## src/rtl/mul_pkg.sv

```systemverilog
package mul_pkg;
  localparam logic [1:0] OP_LOW  = 2'd0;
  localparam logic [1:0] OP_HISS = 2'd1;
  localparam logic [1:0] OP_HISU = 2'd2;
  localparam logic [1:0] OP_HIUU = 2'd3;

  typedef struct packed {
    logic load;
    logic step;
    logic last;
  } mulStrobes_t;
endpackage

```

## src/rtl/mul_ctrl.sv

```systemverilog
module mul_ctrl
  import mul_pkg::*;
#(
  parameter int STEPS = 33
) (
  input  logic        clk,
  input  logic        rstN,
  input  logic        start,
  output logic        busy,
  output logic        done,
  output mulStrobes_t ctl
);
  localparam int CW = $clog2(STEPS + 1);

  logic          run;
  logic [CW-1:0] cnt;
  logic          lastStep;

  assign lastStep = run && (cnt == CW'(STEPS - 1));

  always_ff @(posedge clk) begin
    if (!rstN) begin
      run  <= 1'b0;
      cnt  <= '0;
      done <= 1'b0;
    end else begin
      done <= 1'b0;
      if (!run) begin
        if (start) begin
          run <= 1'b1;
          cnt <= '0;
        end
      end else begin
        cnt <= cnt + 1'b1;
        if (lastStep) begin
          run  <= 1'b0;
          done <= 1'b1;
        end
      end
    end
  end

  always_comb begin
    ctl.load = !run && start;
    ctl.step = run;
    ctl.last = lastStep;
  end

  assign busy = run;

  // done is a one-cycle pulse
  p_done_pulse_r7: assert property (@(posedge clk) disable iff (!rstN) done |=> !done);
  // busy is low while done is high
  p_done_idle_r7: assert property (@(posedge clk) disable iff (!rstN) done |-> !busy);
  // an accepted start makes the block busy
  p_start_busy_r5: assert property (@(posedge clk) disable iff (!rstN) (start && !busy) |=> busy);
  // a start while busy neither reloads nor shortens the run
  p_ignore_start_r8: assert property (@(posedge clk) disable iff (!rstN)
    (busy && !ctl.last) |=> (busy && cnt == $past(cnt) + 1'b1));
  // the step counter never passes the fixed latency
  p_cnt_bound_r6: assert property (@(posedge clk) disable iff (!rstN) busy |-> (cnt < CW'(STEPS)));
endmodule

```

## src/rtl/mul_datapath.sv

```systemverilog
module mul_datapath
  import mul_pkg::*;
#(
  parameter int XLEN        = 32,
  parameter bit FAST_MUL    = 1'b0,
  parameter int PIPE_STAGES = 3
) (
  input  logic            clk,
  input  logic            rstN,
  input  mulStrobes_t     ctl,
  input  logic [1:0]      op,
  input  logic [XLEN-1:0] opA,
  input  logic [XLEN-1:0] opB,
  output logic [XLEN-1:0] result
);
  localparam int EXT  = XLEN + 1;
  localparam int PROD = 2 * EXT;

  logic            sgnA, sgnB;
  logic [1:0]      opSel;
  logic [PROD-1:0] prod;
  logic [PROD-2*XLEN-1:0] unusedHi;

  assign sgnA = (op == OP_HISS) || (op == OP_HISU);
  assign sgnB = (op == OP_HISS);

  always_ff @(posedge clk) begin
    if (!rstN) opSel <= OP_LOW;
    else if (ctl.load) opSel <= op;
  end

  generate
    if (FAST_MUL) begin : g_fast
      logic signed [EXT-1:0]  aReg, bReg;
      logic signed [PROD-1:0] pipe [PIPE_STAGES];

      always_ff @(posedge clk) begin
        if (ctl.load) begin
          aReg <= {sgnA & opA[XLEN-1], opA};
          bReg <= {sgnB & opB[XLEN-1], opB};
        end
        if (ctl.step) pipe[0] <= PROD'(aReg) * PROD'(bReg);
      end

      for (genvar i = 1; i < PIPE_STAGES; i++) begin : g_stage
        always_ff @(posedge clk) begin
          if (ctl.step) pipe[i] <= pipe[i-1];
        end
      end

      assign prod = pipe[PIPE_STAGES-1];
    end else begin : g_serial
      logic [PROD-1:0] mcand, acc;
      logic [EXT-1:0]  mplier;

      always_ff @(posedge clk) begin
        if (ctl.load) begin
          mcand  <= {{(PROD-XLEN){sgnA & opA[XLEN-1]}}, opA};
          mplier <= {sgnB & opB[XLEN-1], opB};
          acc    <= '0;
        end else if (ctl.step) begin
          if (mplier[0]) acc <= ctl.last ? (acc - mcand) : (acc + mcand);
          mcand  <= mcand << 1;
          mplier <= mplier >> 1;
        end
      end

      assign prod = acc;

      // the serial engine moves exactly one multiplier bit per step
      p_serial_shift_r5: assert property (@(posedge clk) disable iff (!rstN)
        (ctl.step && !ctl.load) |=> (mplier == ($past(mplier) >> 1)));
    end
  endgenerate

  assign unusedHi = prod[PROD-1:2*XLEN];
  assign result = (opSel == OP_LOW) ? prod[XLEN-1:0] : prod[2*XLEN-1:XLEN];

  // the selected operation only changes on an accepted start
  p_opsel_stable_r8: assert property (@(posedge clk) disable iff (!rstN)
    !ctl.load |=> $stable(opSel));
endmodule

```

## src/rtl/mul_top.sv

```systemverilog
module mul_top
  import mul_pkg::*;
#(
  parameter int XLEN        = 32,
  parameter bit FAST_MUL    = 1'b0,
  parameter int PIPE_STAGES = 3
) (
  input  logic            clk,
  input  logic            rstN,
  input  logic            start,
  input  logic [1:0]      op,
  input  logic [XLEN-1:0] opA,
  input  logic [XLEN-1:0] opB,
  output logic            busy,
  output logic            done,
  output logic [XLEN-1:0] result
);
  localparam int STEPS = FAST_MUL ? PIPE_STAGES : XLEN + 1;

  mulStrobes_t ctl;

  mul_ctrl #(.STEPS(STEPS)) ctrl_i (
    .clk(clk), .rstN(rstN), .start(start),
    .busy(busy), .done(done), .ctl(ctl)
  );

  mul_datapath #(.XLEN(XLEN), .FAST_MUL(FAST_MUL), .PIPE_STAGES(PIPE_STAGES)) dp_i (
    .clk(clk), .rstN(rstN), .ctl(ctl), .op(op),
    .opA(opA), .opB(opB), .result(result)
  );
endmodule

```

## config.mk

```make
export PLATFORM = sky130hd
export DESIGN_NAME = mul_top
export DESIGN_NICKNAME = d
export VERILOG_FILES = /design/src/rtl/mul_pkg.sv /design/src/rtl/mul_ctrl.sv /design/src/rtl/mul_datapath.sv /design/src/rtl/mul_top.sv
export SDC_FILE = /design/constraint.sdc
export NUM_CORES = 1
export LEC_CHECK = 0
export BUFFER_PORTS_ARGS = -buffer_cell sky130_fd_sc_hd__buf_2
export CORE_ASPECT_RATIO = 2
export CORE_UTILIZATION = 55
export CTS_CLUSTER_SIZE = 16
export DETAILED_ROUTE_END_ITERATION = 16
export MAX_ROUTING_LAYER = met4
export PLACE_DENSITY = 0.85
export SLEW_MARGIN = 5
export SYNTH_ARGS = -nofsm -noshare
export SYNTH_HDL_FRONTEND = slang
export SYNTH_HIERARCHICAL = 1
export SYNTH_SLANG_ARGS = --single-unit
```

## constraint.sdc

```tcl
create_clock -name clk -period 4.4 [get_ports clk]
set_input_delay 0.88 -clock clk [delete_from_list [all_inputs] [get_ports clk]]
set_output_delay 0.88 -clock clk [all_outputs]
set_load 0.01 [all_outputs]
```

# Yosys cells after proc, flatten, opt, wreduce, memory -nomap -nowiden
# Cells that the tools add are included.
[totals]
ff_bits = 175
input_bits = 69
out_inout_bits = 34
word_cells = 36
[op_classes]
add_sub_neg = 3
eq_ne = 3
n_mux = 12
bitwise_logic = 2
reduce_logical = 9
[ops]
columns = ["operator", "count"]
rows = [
  ["$mux W66", 3],
  ["$add A66 B66 Y66", 1],
  ["$mux W33", 2],
  ["$sub A66 B66 Y66", 1],
  ["$mux W32", 1],
  ["$mux W6", 2],
  ["$add A6 B1 Y6 const B", 1],
  ["$eq A6 B6 Y1 const B", 1],
  ["$mux W1", 4],
  ["$reduce_and A2 Y1", 2],
  ["$reduce_bool A2 Y1", 2],
  ["$and A1 B1 Y1", 2],
  ["$eq A2 B1 Y1 const B", 1],
  ["$eq A2 B2 Y1 const B", 1],
  ["$logic_and A1 B1 Y1", 2],
  ["$logic_not A2 Y1", 1],
  ["$logic_not A1 Y1", 1],
  ["$logic_or A1 B1 Y1", 1],
]

# Longest topological paths before layout
[logic_depth]
ltp_word = 4
depth_mapped = 22
depth_no_buf = 20

# Cells and area by module
# The synthesis kept the hierarchy.
[modules_own_cells]
columns = ["mod", "instances", "cells_each", "area_each_um2", "seq_area_each_um2"]
rows = [
  ["mul_datapath", 1, 1353, 11971.5, 4234.1],
  ["mul_ctrl", 1, 44, 382.9, 160.2],
]

# Least setup slack after synthesis
# OpenSTA, ideal clock, no wires.
[synth_timing]
kind = "register -> register"
from = "register dp_i.g_serial.mcand[13]"
to = "register dp_i.g_serial.acc[53]"
setup_time_ps = 122
arrival_ps = 4526
t_required_ps = 4278
path_slack_ps = -247
stages_incl_launch_ff = 18
path_buffers = 1
period_less_slack_ps = 4647
path_cell_list = "edfxtp_1 -> or3_1 -> or3_1 -> nor4_1 -> and3_1 -> nor2_1 -> xnor2_1 -> ha_1 -> a21o_1 -> a21o_1 -> a21oi_1 -> o211a_1 -> o221ai_1 -> a221o_1 -> or2_1 -> clkbuf_1 -> a31o_2 -> a221o_1"
[synth_via]
elab_chain_cells = 2
word_cells_on_any_way = 3
classes_between = "add/sub: 2; mux: 1"
[synth_lines]
columns = ["item", "line_no", "rtl"]
rows = [
  ["from (decl)", "mul_datapath.sv:53", "logic [PROD-1:0] mcand, acc;"],
  ["from (signal assigned)", "mul_datapath.sv:58", "mcand <= {{(PROD-XLEN){sgnA & opA[XLEN-1]}}, opA};"],
  ["from (signal assigned)", "mul_datapath.sv:63", "mcand <= mcand << 1;"],
  ["$add A66 B66 Y66 / $sub A66 B66 Y66 (equally long branches)", "mul_datapath.sv:62", "if (mplier[0]) acc <= ctl.last ? (acc - mcand) : (acc + mcand);"],
  ["$mux W66 *", "mul_datapath.sv:62", ""],
  ["to (signal assigned)", "mul_datapath.sv:62", ""],
  ["to (decl)", "mul_datapath.sv:53", ""],
]
# Mark *: on every way between the ends. The rest lies on a longest branch, timed or not.
# A chain may end at the register's enable or synchronous reset.

# Worst setup path after layout
[layout_timing]
from = "register dp_i.g_serial.mcand[1]"
to = "register dp_i.g_serial.acc[53]"
# Same word-level chain as after synthesis.

==> parameters.txt <==
Parameter                              Value

Outcome
  Outcome ... finished, violations left
  Violated checks ... negative setup slack

STA
  Headroom to the max-slew limit ... 25.2%
  Clk_skew ... 12.8 ps
  Unrepaired setup endpoints after global routing ... yes
  # setup viols final ... 30
  Minimum clock period ... 4670 ps
  Transition time at the pin with the least slew margin ... 1120 ps
  Setup total negative slack ... -3050 ps
  Max Transition Viols Final ... 0
  Count of final hold-check violations ... 0
  Setup slack after layout ... -273 ps
  Final Cycle Share ... 106%
  Highest clock rate ... 214 MHz

Critical path
  CP Launch Point ... dp_i/g_serial.mcand[1]
  Slack of the worst reg-to-reg path ... -270 ps
  Required time worst endpoint ... 4750 ps
  RR Endpoint ... dp_i/g_serial.acc[53]
  Critical Path End ... dp_i/g_serial.acc[53]
  Critical Path Start Type ... flip-flop
  R2r startpoint ... dp_i/g_serial.mcand[1]
  Crit path arrival time ... 5020 ps
  Critical path's largest stage delay ... 550 ps
  Number of cell instances on the worst register-to-register path ... 20
  Critical path's slowest cell ... sky130_fd_sc_hd__or4_4
  Critical Path Most Common Cell ... sky130_fd_sc_hd__buf_6
  Nature of the critical path endpoint ... flip-flop
  Category of the critical setup timing path ... flip-flop to flip-flop
  Critical path fanouts, max ... 5
  CP Cell Sequence ... inv_1 > ha_1 > and3_4 > nand4b_1 > buf_6 > nor4_4 > buf_6 > a21oi_4 > xnor2_4 > ha_4 > nand2_4 > or4_4 > or2_4 > o21bai_4 > o221ai_4 > o211a_1 > or2_4 > buf_6 > a311oi_1 > a221o_1

Yosys
  Warning count from the yosys run ... 6
  Net count after synthesis ... 1,534
  Number of enable flip-flop cells after synthesis ... 97
  Fraction of registers with async set or reset after synthesis ... 0%
  Fraction of the yosys area taken by sequential cells ... 35.6%
  Post-synthesis instance area ... 12,400 um^2
  Number of distinct library cell variants in the gate-level netlist after synthesis ... 74
  Most frequently used cell type in the post-synthesis netlist ... sky130_fd_sc_hd__a21oi_1
  Mean instance size in the synthesized netlist ... 8.84 um^2
  Commonest cells post-synth ... sky130_fd_sc_hd__a21oi_1 (153), sky130_fd_sc_hd__nand2_1 (145), sky130_fd_sc_hd__edfxtp_1 (97), sky130_fd_sc_hd__mux2_2 (87), sky130_fd_sc_hd__xnor2_1 (87)
  Proportion of netlist area held by the largest area contributor ... 23.6%
  Flip-flop and latch count after synthesis ... 171
  Leading post-synthesis cells by cell area ... sky130_fd_sc_hd__edfxtp_1 (24%), sky130_fd_sc_hd__dfxtp_1 (12%), sky130_fd_sc_hd__mux2_2 (7.9%), sky130_fd_sc_hd__ha_1 (6.8%), sky130_fd_sc_hd__a21oi_1 (6.2%)
  Most instantiated flip-flop cell in the synthesis netlist ... sky130_fd_sc_hd__edfxtp_1
  Dominant cell type by area after synthesis ... sky130_fd_sc_hd__edfxtp_1
  Gate count after technology mapping ... 1,397

Route
  Number of design rule violations left after detail routing ... 0
  Routed wire length ... 45.1 mm
  Number of antenna-violating nets in the routed design ... 0
  Vias ... 12,900
  Detailed Route Iter0 Violations ... 1,082
  Detailed-router iteration count before antenna repair ... 6
  Average detailed-routed wire length per instance ... 22.3 um
  Detailed-route vias per instance ... 6.39

Global routing
  GR Util All Layers ... 39.1%
  Total congestion overflow ... 0
  Antenna violations before repair ... 1
  Global-route wire length before repair ... 66.4 mm
  Via count of the first global-routing pass ... 13,000
  Pin count of the biggest net entering global routing ... 72

Placement
  DP Cell Count ... 1,951
  Half-perimeter wire length after detailed placement ... 30.7 mm
  Gp weighted congestion ... 0.977
  Post-placement setup slack ... -591 ps
  IO buf count ... 102

Cells and area
  Sequential cell area ... 4390 um^2
  Layout Area Growth over Synthesis ... 33.9%
  Final-stage net count ... 1,864
  Combined area of the multi-input logic cells ... 8210 um^2
  Layout cells sized above 1 ... 37.4%
  Final instance count without filler cells ... 2,017
  Number of fill cells ... 1,419

CTS
  Clock-pin slew reported for the worst setup and hold paths after clock tree synthesis ... 70 ps
  Clock root cell ... sky130_fd_sc_hd__clkbuf_16
  Num CTS Buffers ... 17
  Worst-skew pair later-pin latency ... 460 ps
  Post-CTS Hold Fix Bufs ... 0
  CTS tree ... done
  CTS H-tree depth ... 4
  TritonCTS Sinks ... 171
  Buffer levels on the longest clock path ... 2

Power
  Power per standard cell area ... 416 nW/um^2
  Peak supply drop ... 0.259 mV
  LEAKAGE ... 7.22 nW

Die
  Number of standard-cell rows in the floorplan ... 77
  Area of the placeable core ... 22,100 um^2
  Die W ... 108 um
  Top Ports ... 103
  Overall die height ... 214 um
  Area enclosed by the die boundary ... 23,100 um^2
  Initial core utilization ... 56.0%

Min path
  Critical hold path startpoint ... dp_i/g_serial.acc[13]
  Worst hold path class ... flip-flop to flip-flop

Flow run
  Max capacitance violation total ... 0
## area by class of cell
| class | instances | area share [%] |
|---|---|---|
| Multi-Input combinational cell | 1079 | 49.6 |
| Sequential cell | 171 | 26.6 |
| Timing Repair Buffer | 389 | 16.6 |
| Clock buffer | 19 | 2.68 |
| Tap cell | 276 | 2.09 |
| Inverter | 69 | 1.60 |
| Clock inverter | 13 | 0.877 |
| Antenna cell | 1 | 0.0151 |
## worst max-delay path: cells and delay by family, from the launching register on
| kind | cells | cell delay, ps |
|---|---|---|
| xor+xnor | 1 | 430 |
| buf+inv | 4 | 590 |
| simple gates | 7 | 1810 |
| fa+ha+maj | 2 | 380 |
| flops | 1 | 410 |
| compound gates | 6 | 920 |
## routing by layer
| layer | part of all wire [%] | global-route usage (%) | vias to the layer above | routed length [um] |
|---|---|---|---|---|
| met1 | 32 | 35.4 | 6032 | 14400 |
| met3 | 8.5 | 10.8 | 355 | 3850 |
| met5 | 0 | - | - | 0 |
| met4 | 12 | 37.6 | 0 | 5380 |
| li1 | - | - | 5788 | - |
| met2 | 48 | 63.4 | 709 | 21400 |
## how the worst min path moves through the flow
stage	slack (ps)	endpoint	cells past startpoint
2_1_floorplan	430	ctrl_i/cnt[5]	1
3_3_place_gp	450	dp_i/g_serial.acc[7]	2
3_5_place_dp	470	dp_i/g_serial.acc[7]	2
4_1_cts	480	dp_i/g_serial.acc[7]	2
5_1_grt	490	dp_i/g_serial.acc[8]	2
6_report	470	dp_i/g_serial.acc[13]	2
## logic make-up (layout without fill, tap and decap cells)
group,after synthesis,in the layout,synth area share [%]
AND/OR/NAND/NOR,412,412,16.6
AO/OA/AOI/OAI,400,400,20.3
flip-flops,171,171,35.6
buffers and inverters,147,490,4.61
XOR/XNOR,106,106,7.51
multiplexers,93,93,8.43
adder cells (fa/ha/maj),68,68,6.95
other,0,1,0
## layout by cell type (no fill, tap or decap), types with 6 or more instances in the layout
cell type	synthesis	layout
sky130_fd_sc_hd__a211o_1	6	6
sky130_fd_sc_hd__a211oi_1	7	6
sky130_fd_sc_hd__a21o_1	42	42
sky130_fd_sc_hd__a21oi_1	153	128
sky130_fd_sc_hd__a21oi_2	0	19
sky130_fd_sc_hd__a21oi_4	0	6
sky130_fd_sc_hd__a31oi_1	20	15
sky130_fd_sc_hd__a41oi_1	10	7
sky130_fd_sc_hd__and2_1	13	10
sky130_fd_sc_hd__and3_1	19	13
sky130_fd_sc_hd__buf_2	8	102
sky130_fd_sc_hd__buf_4	2	270
sky130_fd_sc_hd__buf_6	0	15
sky130_fd_sc_hd__clkbuf_16	0	17
sky130_fd_sc_hd__dfxtp_1	74	74
sky130_fd_sc_hd__edfxtp_1	97	97
sky130_fd_sc_hd__ha_1	67	58
sky130_fd_sc_hd__ha_4	0	7
sky130_fd_sc_hd__inv_1	69	65
sky130_fd_sc_hd__mux2_2	87	87
sky130_fd_sc_hd__nand2_1	145	141
sky130_fd_sc_hd__nand3_1	44	40
sky130_fd_sc_hd__nand4_1	19	19
sky130_fd_sc_hd__nor2_1	68	58
sky130_fd_sc_hd__nor2b_1	13	8
sky130_fd_sc_hd__nor3_1	27	19
sky130_fd_sc_hd__nor3_2	1	6
sky130_fd_sc_hd__nor4_1	12	9
sky130_fd_sc_hd__o211ai_1	10	10
sky130_fd_sc_hd__o21a_1	6	6
sky130_fd_sc_hd__o21ai_0	78	71
sky130_fd_sc_hd__o21bai_1	15	14
sky130_fd_sc_hd__o31ai_1	8	6
sky130_fd_sc_hd__or2_4	0	6
sky130_fd_sc_hd__or3_1	9	7
sky130_fd_sc_hd__xnor2_1	87	81
sky130_fd_sc_hd__xor2_1	19	19
## report_power, final
part	internal [mW]	total (mW)	leakage [nW]	switching (mW)
registers	1.96	2.19	1.58	0.221
clock network	0.774	1.51	0.285	0.733
logic	1.46	3.19	5.36	1.73
total	4.20	6.89	7.22	2.69
## through the flow
step                      total power [mW]  hold WS [ps]  util, %  instance area (um^2)
after global placement                4.89           453     67.5                 14900
after floorplan                       3.79           434        -                 12400
after CTS                             6.55           478     71.6                 15800
final                                 6.89           475     75.0                 16500
after global routing                  7.20           493     75.0                 16500
after detailed placement              4.97           467     67.5                 14900
## sequential cells by signal, summed over array words and instances, names as in the netlist
register / count
dp_i/g_serial.acc: 64
dp_i/g_serial.mplier: 33
ctrl_i/busy: 1
dp_i/opSel: 2
ctrl_i/done: 1
dp_i/g_serial.mcand: 64
ctrl_i/cnt: 6
## repair_timing
item	CTS	global route
cloned	0	0
buffers inserted	10	24
pin swaps	20	63
setup endpoints to repair	28	42
resized for setup	62	115
No activity file was read; power rests on OpenSTA's default activity.
